$ cat src/rtl/cfgp_pkg.sv
package cfgp_pkg;

    typedef enum logic [1:0] {
        ERR_NONE    = 2'd0,
        ERR_NO_MARK = 2'd1,
        ERR_BAD_TAG = 2'd2,
        ERR_SHORT   = 2'd3
    } cfgp_err_e;

    // Header field walk: which length-delimited region the next byte is in
    typedef enum logic [2:0] {
        W_END  = 3'd0,
        W_LEAD = 3'd1,
        W_NAME = 3'd2,
        W_TYPE = 3'd3,
        W_DATE = 3'd4
    } walk_e;

    // Sync marker hunt and count assembly
    typedef enum logic [1:0] {
        S_IDLE = 2'd0,
        S_HUNT = 2'd1,
        S_CNT  = 2'd2
    } sync_e;

    localparam int CNT_W = 24;

endpackage

$ cat src/rtl/cfgp_field_walk.sv
module cfgp_field_walk
    import cfgp_pkg::*;
#(
    parameter int YEAR_W      = 16,
    parameter int NAME_LEN_AT = 15,
    parameter int DEF_NAME    = 12,
    parameter int DEF_TYPE    = 10,
    parameter int DEF_DATE    = 11,
    parameter int YEAR_FLOOR  = 2000,
    parameter int FEAT_YEAR   = 2001
) (
    input  logic              clk,
    input  logic              rst_n,
    input  logic              clr_i,
    input  logic              take_i,
    input  logic [7:0]        byte_i,
    input  logic              feat_block_i,
    output logic [YEAR_W-1:0] year_o,
    output logic              feat_o
);

    localparam int REM_W = 9;

    typedef struct packed {
        walk_e             phase;
        logic [REM_W-1:0]  rem;
        logic [YEAR_W-1:0] year;
        logic              locked;
        logic              feat;
    } walk_t;

    walk_t walk_d, walk_q;

    function automatic logic [REM_W-1:0] len_or(input logic [7:0] b, input int dflt);
        return (b == 8'd0) ? REM_W'(dflt) : {1'b0, b};
    endfunction

    logic is_digit;
    assign is_digit = (byte_i >= 8'h30) && (byte_i <= 8'h39);

    always_comb begin
        walk_d = walk_q;
        if (clr_i) begin
            walk_d        = '0;
            walk_d.phase  = W_LEAD;
            walk_d.rem    = REM_W'(NAME_LEN_AT);
        end else if (take_i) begin
            unique case (walk_q.phase)
                W_LEAD: begin
                    if (walk_q.rem == '0) begin
                        walk_d.phase = W_NAME;
                        walk_d.rem   = len_or(byte_i, DEF_NAME) + REM_W'(2);
                    end else begin
                        walk_d.rem = walk_q.rem - 1'b1;
                    end
                end
                W_NAME: begin
                    if (walk_q.rem == '0) begin
                        walk_d.phase = W_TYPE;
                        walk_d.rem   = len_or(byte_i, DEF_TYPE) + REM_W'(2);
                    end else begin
                        walk_d.rem = walk_q.rem - 1'b1;
                    end
                end
                W_TYPE: begin
                    if (walk_q.rem == '0) begin
                        walk_d.phase = W_DATE;
                        walk_d.rem   = len_or(byte_i, DEF_DATE);
                    end else begin
                        walk_d.rem = walk_q.rem - 1'b1;
                    end
                end
                W_DATE: begin
                    if ((walk_q.rem == '0) || (byte_i == 8'd0)) begin
                        walk_d.phase = W_END;
                    end else begin
                        walk_d.rem = walk_q.rem - 1'b1;
                        if (!walk_q.locked) begin
                            if (is_digit) begin
                                walk_d.year = YEAR_W'(walk_q.year * 10) + YEAR_W'(byte_i - 8'h30);
                            end else if (walk_q.year >= YEAR_W'(YEAR_FLOOR)) begin
                                walk_d.locked = 1'b1;
                            end else begin
                                walk_d.year = '0;
                            end
                        end
                    end
                end
                default: ;
            endcase
            walk_d.feat = (walk_d.year >= YEAR_W'(FEAT_YEAR)) && !feat_block_i;
        end
    end

    always_ff @(posedge clk or negedge rst_n) begin
        if (!rst_n) walk_q <= '0;
        else        walk_q <= walk_d;
    end

    assign year_o = walk_q.year;
    assign feat_o = walk_q.feat;

endmodule

$ cat src/rtl/cfgp_sync_decode.sv
module cfgp_sync_decode
    import cfgp_pkg::*;
#(
    parameter int         LEN_W = 32,
    parameter logic [7:0] MARK  = 8'hFF,
    parameter logic [3:0] TAG   = 4'h2
) (
    input  logic             clk,
    input  logic             rst_n,
    input  logic             clr_i,
    input  logic             take_i,
    input  logic [7:0]       byte_i,
    input  logic [LEN_W-1:0] idx_i,
    output logic             found_o,
    output logic [LEN_W-1:0] off_o,
    output logic             bad_tag_o,
    output logic             last_o,
    output logic [CNT_W-1:0] cnt_full_o
);

    typedef struct packed {
        sync_e            phase;
        logic [1:0]       k;
        logic             found;
        logic [LEN_W-1:0] off;
        logic [CNT_W-1:0] cnt;
    } sync_t;

    sync_t sync_d, sync_q;

    logic in_cnt;
    assign in_cnt     = take_i && (sync_q.phase == S_CNT);
    assign bad_tag_o  = in_cnt && (sync_q.k == 2'd0) && (byte_i[7:4] != TAG);
    assign last_o     = in_cnt && (sync_q.k == 2'd3);
    assign cnt_full_o = {sync_q.cnt[CNT_W-1:4], byte_i[7:4]};

    always_comb begin
        sync_d = sync_q;
        if (clr_i) begin
            sync_d       = '0;
            sync_d.phase = S_HUNT;
        end else if (take_i) begin
            unique case (sync_q.phase)
                S_HUNT: begin
                    if (byte_i == MARK) begin
                        sync_d.phase = S_CNT;
                        sync_d.found = 1'b1;
                        sync_d.off   = idx_i;
                        sync_d.k     = 2'd0;
                    end
                end
                S_CNT: begin
                    sync_d.k = sync_q.k + 1'b1;
                    unique case (sync_q.k)
                        2'd0: begin
                            if (bad_tag_o) sync_d.phase = S_IDLE;
                            else           sync_d.cnt[23:20] = byte_i[3:0];
                        end
                        2'd1: sync_d.cnt[19:12] = byte_i;
                        2'd2: sync_d.cnt[11:4]  = byte_i;
                        default: begin
                            sync_d.cnt[3:0] = byte_i[7:4];
                            sync_d.phase    = S_IDLE;
                        end
                    endcase
                end
                default: ;
            endcase
        end
    end

    always_ff @(posedge clk or negedge rst_n) begin
        if (!rst_n) sync_q <= '0;
        else        sync_q <= sync_d;
    end

    assign found_o = sync_q.found;
    assign off_o   = sync_q.off;

endmodule

$ cat src/rtl/cfg_hdr_parser.sv
module cfg_hdr_parser
    import cfgp_pkg::*;
#(
    parameter int LEN_W  = 32,
    parameter int YEAR_W = 16
) (
    input  logic              clk,
    input  logic              rst_n,
    input  logic              start_i,
    input  logic [LEN_W-1:0]  file_len_i,
    input  logic              feat_block_i,
    input  logic              in_valid_i,
    input  logic [7:0]        in_data_i,
    output logic              in_ready_o,
    output logic              done_o,
    output logic              ok_o,
    output logic [1:0]        err_o,
    output logic [LEN_W-1:0]  mark_off_o,
    output logic [CNT_W-1:0]  bit_cnt_o,
    output logic [YEAR_W-1:0] year_o,
    output logic              feat_o
);

    typedef struct packed {
        logic             busy;
        logic [LEN_W-1:0] cnt;
        logic [LEN_W-1:0] len;
        logic             done;
        logic             ok;
        cfgp_err_e        err;
        logic [CNT_W-1:0] bits;
    } ctl_t;

    ctl_t ctl_d, ctl_q;

    logic             room, take, clr, busy_w;
    logic             found, bad_tag, last;
    logic [LEN_W-1:0] off;
    logic [CNT_W-1:0] cnt_full;
    logic [LEN_W:0]   need;

    assign busy_w = ctl_q.busy;
    assign room   = ctl_q.cnt != ctl_q.len;
    assign take   = in_valid_i && ctl_q.busy && room;
    assign clr    = start_i && !ctl_q.busy;
    assign need   = {1'b0, off} + (LEN_W+1)'(cnt_full >> 3);

    cfgp_sync_decode #(.LEN_W(LEN_W)) u_sync (
        .clk        (clk),
        .rst_n      (rst_n),
        .clr_i      (clr),
        .take_i     (take),
        .byte_i     (in_data_i),
        .idx_i      (ctl_q.cnt),
        .found_o    (found),
        .off_o      (off),
        .bad_tag_o  (bad_tag),
        .last_o     (last),
        .cnt_full_o (cnt_full)
    );

    cfgp_field_walk #(.YEAR_W(YEAR_W)) u_walk (
        .clk          (clk),
        .rst_n        (rst_n),
        .clr_i        (clr),
        .take_i       (take),
        .byte_i       (in_data_i),
        .feat_block_i (feat_block_i),
        .year_o       (year_o),
        .feat_o       (feat_o)
    );

    always_comb begin
        ctl_d      = ctl_q;
        ctl_d.done = 1'b0;
        if (clr) begin
            ctl_d.busy = 1'b1;
            ctl_d.cnt  = '0;
            ctl_d.len  = file_len_i;
            ctl_d.ok   = 1'b0;
            ctl_d.err  = ERR_NONE;
            ctl_d.bits = '0;
        end else if (ctl_q.busy) begin
            if (!room) begin
                ctl_d.busy = 1'b0;
                ctl_d.done = 1'b1;
                ctl_d.err  = found ? ERR_SHORT : ERR_NO_MARK;
            end else if (take) begin
                ctl_d.cnt = ctl_q.cnt + 1'b1;
                if (bad_tag) begin
                    ctl_d.busy = 1'b0;
                    ctl_d.done = 1'b1;
                    ctl_d.err  = ERR_BAD_TAG;
                end else if (last) begin
                    ctl_d.busy = 1'b0;
                    ctl_d.done = 1'b1;
                    ctl_d.bits = cnt_full;
                    if (need > {1'b0, ctl_q.len}) ctl_d.err = ERR_SHORT;
                    else                          ctl_d.ok  = 1'b1;
                end
            end
        end
    end

    always_ff @(posedge clk or negedge rst_n) begin
        if (!rst_n) ctl_q <= '0;
        else        ctl_q <= ctl_d;
    end

    assign in_ready_o = ctl_q.busy && room;
    assign done_o     = ctl_q.done;
    assign ok_o       = ctl_q.ok;
    assign err_o      = ctl_q.err;
    assign mark_off_o = off;
    assign bit_cnt_o  = ctl_q.bits;

endmodule

$ cat config.mk
export PLATFORM = sky130hd
export DESIGN_NAME = cfg_hdr_parser
export DESIGN_NICKNAME = d
export VERILOG_FILES = /design/src/rtl/cfgp_pkg.sv /design/src/rtl/cfgp_field_walk.sv /design/src/rtl/cfgp_sync_decode.sv /design/src/rtl/cfg_hdr_parser.sv
export SDC_FILE = /design/constraint.sdc
export NUM_CORES = 1
export LEC_CHECK = 0
export ABC_CLOCK_PERIOD_IN_PS = 8300
export BUFFER_PORTS_ARGS = -buffer_cell sky130_fd_sc_hd__buf_2
export CAP_MARGIN = 40
export CORE_UTILIZATION = 47
export DETAILED_ROUTE_END_ITERATION = 7
export HOLD_SLACK_MARGIN = 0.12
export PLACE_DENSITY_LB_ADDON = 0.2
export SYNTH_ARGS = -nofsm -noshare
export SYNTH_HDL_FRONTEND = slang
export SYNTH_SLANG_ARGS = --single-unit
$ cat constraint.sdc
create_clock -name clk -period 8.3 [get_ports clk]
set_clock_uncertainty 0.1 [all_clocks]
set_input_delay 1.245 -clock clk [delete_from_list [all_inputs] [get_ports clk]]
set_output_delay 1.245 -clock clk [all_outputs]
set_load 0.05 [all_outputs]
==> out/qor.yml, run 1 <==
post_synth_num_cell_types: 72
number_of_flops_mapped_to_enable_cells_by_yosys: 0
period_share_pct: 66.0
status: "completed"
post-cts-setup-buffers: 0
dominant_combinational_cell_family_by_area_after_synthesis: "simple AND/OR/NAND/NOR gates"
grt_start_max_net_pins: 108
path_clk_slew_ns: 0.07
number_of_placement_rows: 59
ys_ff_latch: 180
detailedRoute.firstIterationViolations: 760
placed_cell_area_sq_um: 12900
fp.dieW_microns: 165
timing.reg2reg.setup_slack_ns: 3.42
muxShareOfSynthArea_pct: 3.13
criticalPathCategory: "input pin to flop"
avgViaCountPerCell: 5.71
worst_r2r_endpoint: "err_o[0]"
fin_nets: 1632
drc: 0
placeableCoreArea_sq_um: 26100
mostFrequentLayoutCells: "nand2_1, dfrtp_1, buf_2"
clockRootBuffer: "clkbuf_16"
synth_compound_gate_area_share_pct: 14.9
synth_fa_ha_area_share_pct: 10.6
crit_fanout: 11
die-area_sq_um: 27200
yosys.area_share.xor_xnor_pct: 6.38
timing_worst_slew_pin_value_ns: 0.940
synth_simple_gate_area_share_pct: 20.3
setup.worst_path.end: "err_o[0]"
mappedNetlistNets: 1617
holdWs_ns: 0.378
vertical_extent_of_the_die_microns: 165
layout_min_cycle_time_ns: 5.48
final.setup.worst_slack_ns: 2.82
drt_wl_total_mm: 34.1
setup_tns_ns: 0
htree_num_levels: 4
max_slew_margin_pct: 36.7
gp_congestion: 0.892
syn_std_cell_area_sq_um: 12500
syn-mean-instance-area_sq_um: 8.51
layout.cells.most_common: "nand2_1"
total_of_hold_buffers_inserted_after_clock_tree_synthesis: 0
drt_pass1_iterations: 7
drv_slew: 0
antenna_found_initial: 0
timing.fmax_mhz: 182
fin_area_sq_um: 13500
port_buffer_count: 122
antennaDiodeCount: 0
maximum_buffer_depth_of_the_clock_tree: 2
synth_async_sr_flop_share_pct: 100
grt_pass1_vias: 9717
postSynth.topFlopCell: "dfrtp_1"
setup_repair_after_global_routing_missed_its_margin: "no"
dp_hpwl_mm: 25.6
synth_cells: 1468
cts_tree: "built"
antenna_left: 0
worstPathRequired_ns: 8.56
drive_above_1_share_pct: 12.7
global_route.overflow_total: 0
syn_to_final_growth_pct: 8.27
timing.final.setup_violations: 0
clkLatencyLatePin_ns: 0.45
grt_first_pass_wirelength_mm: 53.6
worst_setup_path_start_kind: "input pin"
avgRoutedWirePerCell_microns: 18.6
drv.max_cap_violation_count: 0
critical_path.endpoint_type: "flop"
preCtsSetupSlack_ns: 2.44
synthesis.yosys.warnings: 0
power.leakage_nw: 6.94
top_level_ports: 123
reg2reg_depth: 18
postCtsResizedCells: 0
routed-via-count: 10400
finalHoldViolCount: 0
cp_data_arrival_time_ns: 5.74
reg_to_reg_critical_path_startpoint: "u_sync.off_o[0]"
cts.sink_count: 180
floorplan.initialDensity_pct: 47.9
synth.yosys.seq_area_share_pct: 36.1
cts_buf_count: 17
crit_start: "in_data_i[7]"
groute.usage.overall_pct: 25.8
holdCritPathClass: "flop to flop"
design_power_total_mw: 2.66
ir_drop_worst_case_vdd_uv: 105
powerDensity_nw_per_um2: 197
[metal layers]
metal	up-vias	wire [microns]	global-route usage (%)
li1	5080	-	-
met1	5058	16100	36.9
met2	276	15700	40.5
met3	35	1820	4.14
met4	0	522	5.92
met5	-	0	0
[through the flow]
step                instances  utilization (%)
detailed placement       1799             49.4
finish                   1831             51.9
floorplan                1468                -
global placement         1793             49.1
CTS                      1831             51.9
global route             1831             51.9
[cell usage after synthesis, types with 9 or more instances]
master	n	area share [%]
xor2_1	23	1.6
a21oi_1	68	2.7
buf_4	77	4.6
o21ai_0	109	4.4
nand2_1	241	7.2
nor3_1	17	0.68
nand4_1	29	1.5
o211ai_1	11	0.66
clkbuf_1	50	1.5
inv_1	64	1.9
a21o_1	24	1.4
nor2b_1	10	0.50
dfrtp_1	180	36
mux2i_1	39	3.1
nor2_1	100	3.0
xnor2_1	68	4.8
ha_1	101	10
nand3_1	75	3.0
a22o_1	9	0.63
a31oi_1	14	0.70
and3_1	17	0.85
[power by group]
part	total [mW]	leakage, nW	switching [mW]	internal [mW]
sequential	1.05	2.40	0.0989	0.954
clock	0.885	0.312	0.418	0.467
combinational	0.722	4.23	0.450	0.272
total	2.66	6.94	0.967	1.69
[worst max-delay path, cell delays in order]
cell,delay [ns]
buf_2,0.19
ha_1,0.26
fa_1,0.43
a211o_1,0.31
a21oi_1,0.18
o211ai_1,0.13
a311oi_1,0.47
o21ai_0,0.23
a21oi_1,0.29
or4_1,0.17
nand3_1,0.09
ha_1,0.33
nand4_1,0.16
nor4_1,0.37
o21ai_0,0.15
nand4b_1,0.15
a21oi_1,0.08
a21oi_1,0.27
mux2i_1,0.22
[flip-flops by register name (all words and copies together), names as in the netlist, 2 cells and up]
| register | flops |
|---|---|
| u_sync.sync_q | 4 |
| ctl_q | 64 |
| bit_cnt_o | 24 |
| err_o | 2 |
| u_walk.walk_q | 13 |
| u_sync.off_o | 32 |
| u_walk.year_o | 16 |
| u_sync.cnt_full_o | 20 |
[worst min path at each step]
stage | start | to | slack, ns | cells past startpoint
3_5_place_dp | u_walk.walk_q[24] | u_walk.walk_q[24] | 0.36 | 1
2_1_floorplan | u_walk.walk_q[24] | u_walk.walk_q[24] | 0.34 | 1
5_1_grt | u_walk.walk_q[24] | u_walk.walk_q[24] | 0.40 | 1
3_3_place_gp | u_walk.walk_q[24] | u_walk.walk_q[24] | 0.35 | 1
4_1_cts | u_walk.walk_q[24] | u_walk.walk_q[24] | 0.38 | 1
6_report | u_walk.walk_q[24] | u_walk.walk_q[24] | 0.38 | 1
[kinds of logic (layout without fill, tap and decap cells)]
logic type / count (synthesis) / after routing
AOI/OAI and AO/OA: 301 / 301
xor gates and xnor gates: 91 / 91
adders and majority gates: 104 / 104
buffers and inverters: 205 / 233
DFF: 180 / 180
muxes: 39 / 39
and+or+nand+nor: 548 / 548
[layout make-up]
| cell class | instances | area, sq um |
|---|---|---|
| fillers | 2513 | 12500 |
| well taps | 335 | 419 |
| inverters | 64 | 240 |
| flip-flops and latches | 180 | 4500 |
| clock buffers | 17 | 425 |
| multi-input cells | 1083 | 6930 |
| repair buffers | 137 | 782 |
| clock inverters | 15 | 215 |
Note: power is estimated with default switching activity, not from simulation.
==> inputs of run 2 (changes only) <==
ABC_CLOCK_PERIOD_IN_PS = 5750   (was 8300)
clock period = 5.75 ns   (was 8.3 ns; I/O delays follow)
==> out/qor.yml, run 2 (same netlist as run 1, synthesis figures left out) <==
drv_slew: 0
avgRoutedWirePerCell_microns: 18.9
gp_congestion: 0.886
status: "completed"
largest_register_ffs: 64
die-area_sq_um: 27200
cp_data_arrival_time_ns: 5.21
placeableCoreArea_sq_um: 26100
dp_hpwl_mm: 26.2
setup_tns_ns: 0
timing.fmax_mhz: 202
mostFrequentLayoutCells: "nand2_1, dfrtp_1, buf_2"
power.leakage_nw: 6.94
grt_start_max_net_pins: 103
avgViaCountPerCell: 5.68
placed_cells_incl_taps: 1802
groute.usage.overall_pct: 26.4
crit_fanout: 3
grt_pass1_vias: 9783
finalHoldViolCount: 0
finalNonFillerCells: 1834
syn_to_final_growth_pct: 8.19
fp.dieW_microns: 165
ir_drop_worst_case_vdd_uv: 188
antenna_found_initial: 1
fin_nets: 1635
clockRootBuffer: "clkbuf_16"
path_clk_slew_ns: 0.08
cts_tree: "built"
layout_min_cycle_time_ns: 4.94
period_share_pct: 86.0
timing_worst_slew_pin_value_ns: 0.876
post-cts-setup-buffers: 0
setup_repair_after_global_routing_missed_its_margin: "no"
layout_filler_cell_count: 2530
cts.sink_count: 180
port_buffer_count: 122
vertical_extent_of_the_die_microns: 165
worst_setup_path_start_kind: "input pin"
top_level_ports: 123
timing.final.setup_violations: 0
postCtsResizedCells: 0
routed-via-count: 10400
critical_path.endpoint_type: "flop"
criticalPathCategory: "input pin to flop"
grt_first_pass_wirelength_mm: 54.8
floorplan.initialDensity_pct: 47.9
layout.cells.most_common: "nand2_1"
whs_path_depth: 2
drv.max_cap_violation_count: 0
drc: 0
total_of_hold_buffers_inserted_after_clock_tree_synthesis: 0
antennaDiodeCount: 0
clkLatencyLatePin_ns: 0.45
cts_buf_count: 17
reg2reg_depth: 18
worstPathRequired_ns: 6.02
maximum_buffer_depth_of_the_clock_tree: 2
global_route.overflow_total: 0
drt_wl_total_mm: 34.7
drive_above_1_share_pct: 12.9
drt_pass1_iterations: 5
number_of_placement_rows: 59
largest-register: "ctl_q"
powerDensity_nw_per_um2: 281
detailedRoute.firstIterationViolations: 787
max_slew_margin_pct: 41.0
antenna_left: 0
htree_num_levels: 4
holdCritPathClass: "flop to flop"
[run 2: final cells by class]
cell class | count | area (sq um) | share of cell area [%]
multi-input cells | 1083 | 6940 | 51.4
inverters | 64 | 240 | 1.78
well taps | 335 | 419 | 3.10
clock inverters | 15 | 186 | 1.38
repair buffers | 140 | 796 | 5.89
flip-flops and latches | 180 | 4500 | 33.3
clock buffers | 17 | 425 | 3.15
[run 2: final timing paths]
| kind | startpoint | endpoint | slack (ns) |
|---|---|---|---|
| min in group asynchronous | rst_n | ctl_q[78] | 0.40 |
| min reg2reg | bit_cnt_o[18] | bit_cnt_o[18] | 0.38 |
| max | in_data_i[7] | err_o[1] | 0.81 |
| max reg2reg | u_sync.off_o[0] | err_o[1] | 0.96 |
| max in group asynchronous | rst_n | u_walk.year_o[4] | 3.97 |
| min | bit_cnt_o[18] | bit_cnt_o[18] | 0.38 |
[run 2: metrics by stage]
| stage | setup slack [ns] | power [mW] | instance area [sq um] | utilization, % | hold slack, ns |
|---|---|---|---|---|---|
| after CTS | 0.833 | 3.81 | 13500 | 51.8 | 0.382 |
| after global routing | 0.425 | 4.00 | 13500 | 51.8 | 0.401 |
| after floorplan | 1.08 | 2.32 | 12500 | - | 0.342 |
| final | 0.806 | 3.80 | 13500 | 51.8 | 0.376 |
| after detailed placement | 0.387 | 2.58 | 12900 | 49.5 | 0.365 |
| after global placement | 0.494 | 2.56 | 12800 | 49.1 | 0.356 |
[run 2: critical path, stage by stage]
cell and delay [ns]:
buf_2 0.13, ha_1 0.22, fa_1 0.44, a211o_1 0.32, a21oi_1 0.18, o211ai_1 0.15
a311oi_1 0.45, o21ai_0 0.23, a21oi_1 0.25, or4_1 0.14, nand3_1 0.08, ha_1 0.33
nand4_1 0.17, nor4_1 0.38, o21ai_0 0.16, nand4b_1 0.16, a21oi_1 0.08, a21oi_1 0.26
mux2i_1 0.23
[run 2: where the power goes]
group | switching (mW) | total, mW | internal (mW)
Combinational | 0.651 | 1.04 | 0.393
Clock | 0.604 | 1.23 | 0.629
Sequential | 0.146 | 1.52 | 1.38
[run 2: routing by layer]
metal / share of wire (%) / track usage [%]
met3: 5.6 / 4.57
met2: 45 / 41.3
met4: 1.3 / 6.46
met5: 0.037 / 0
met1: 48 / 37.6
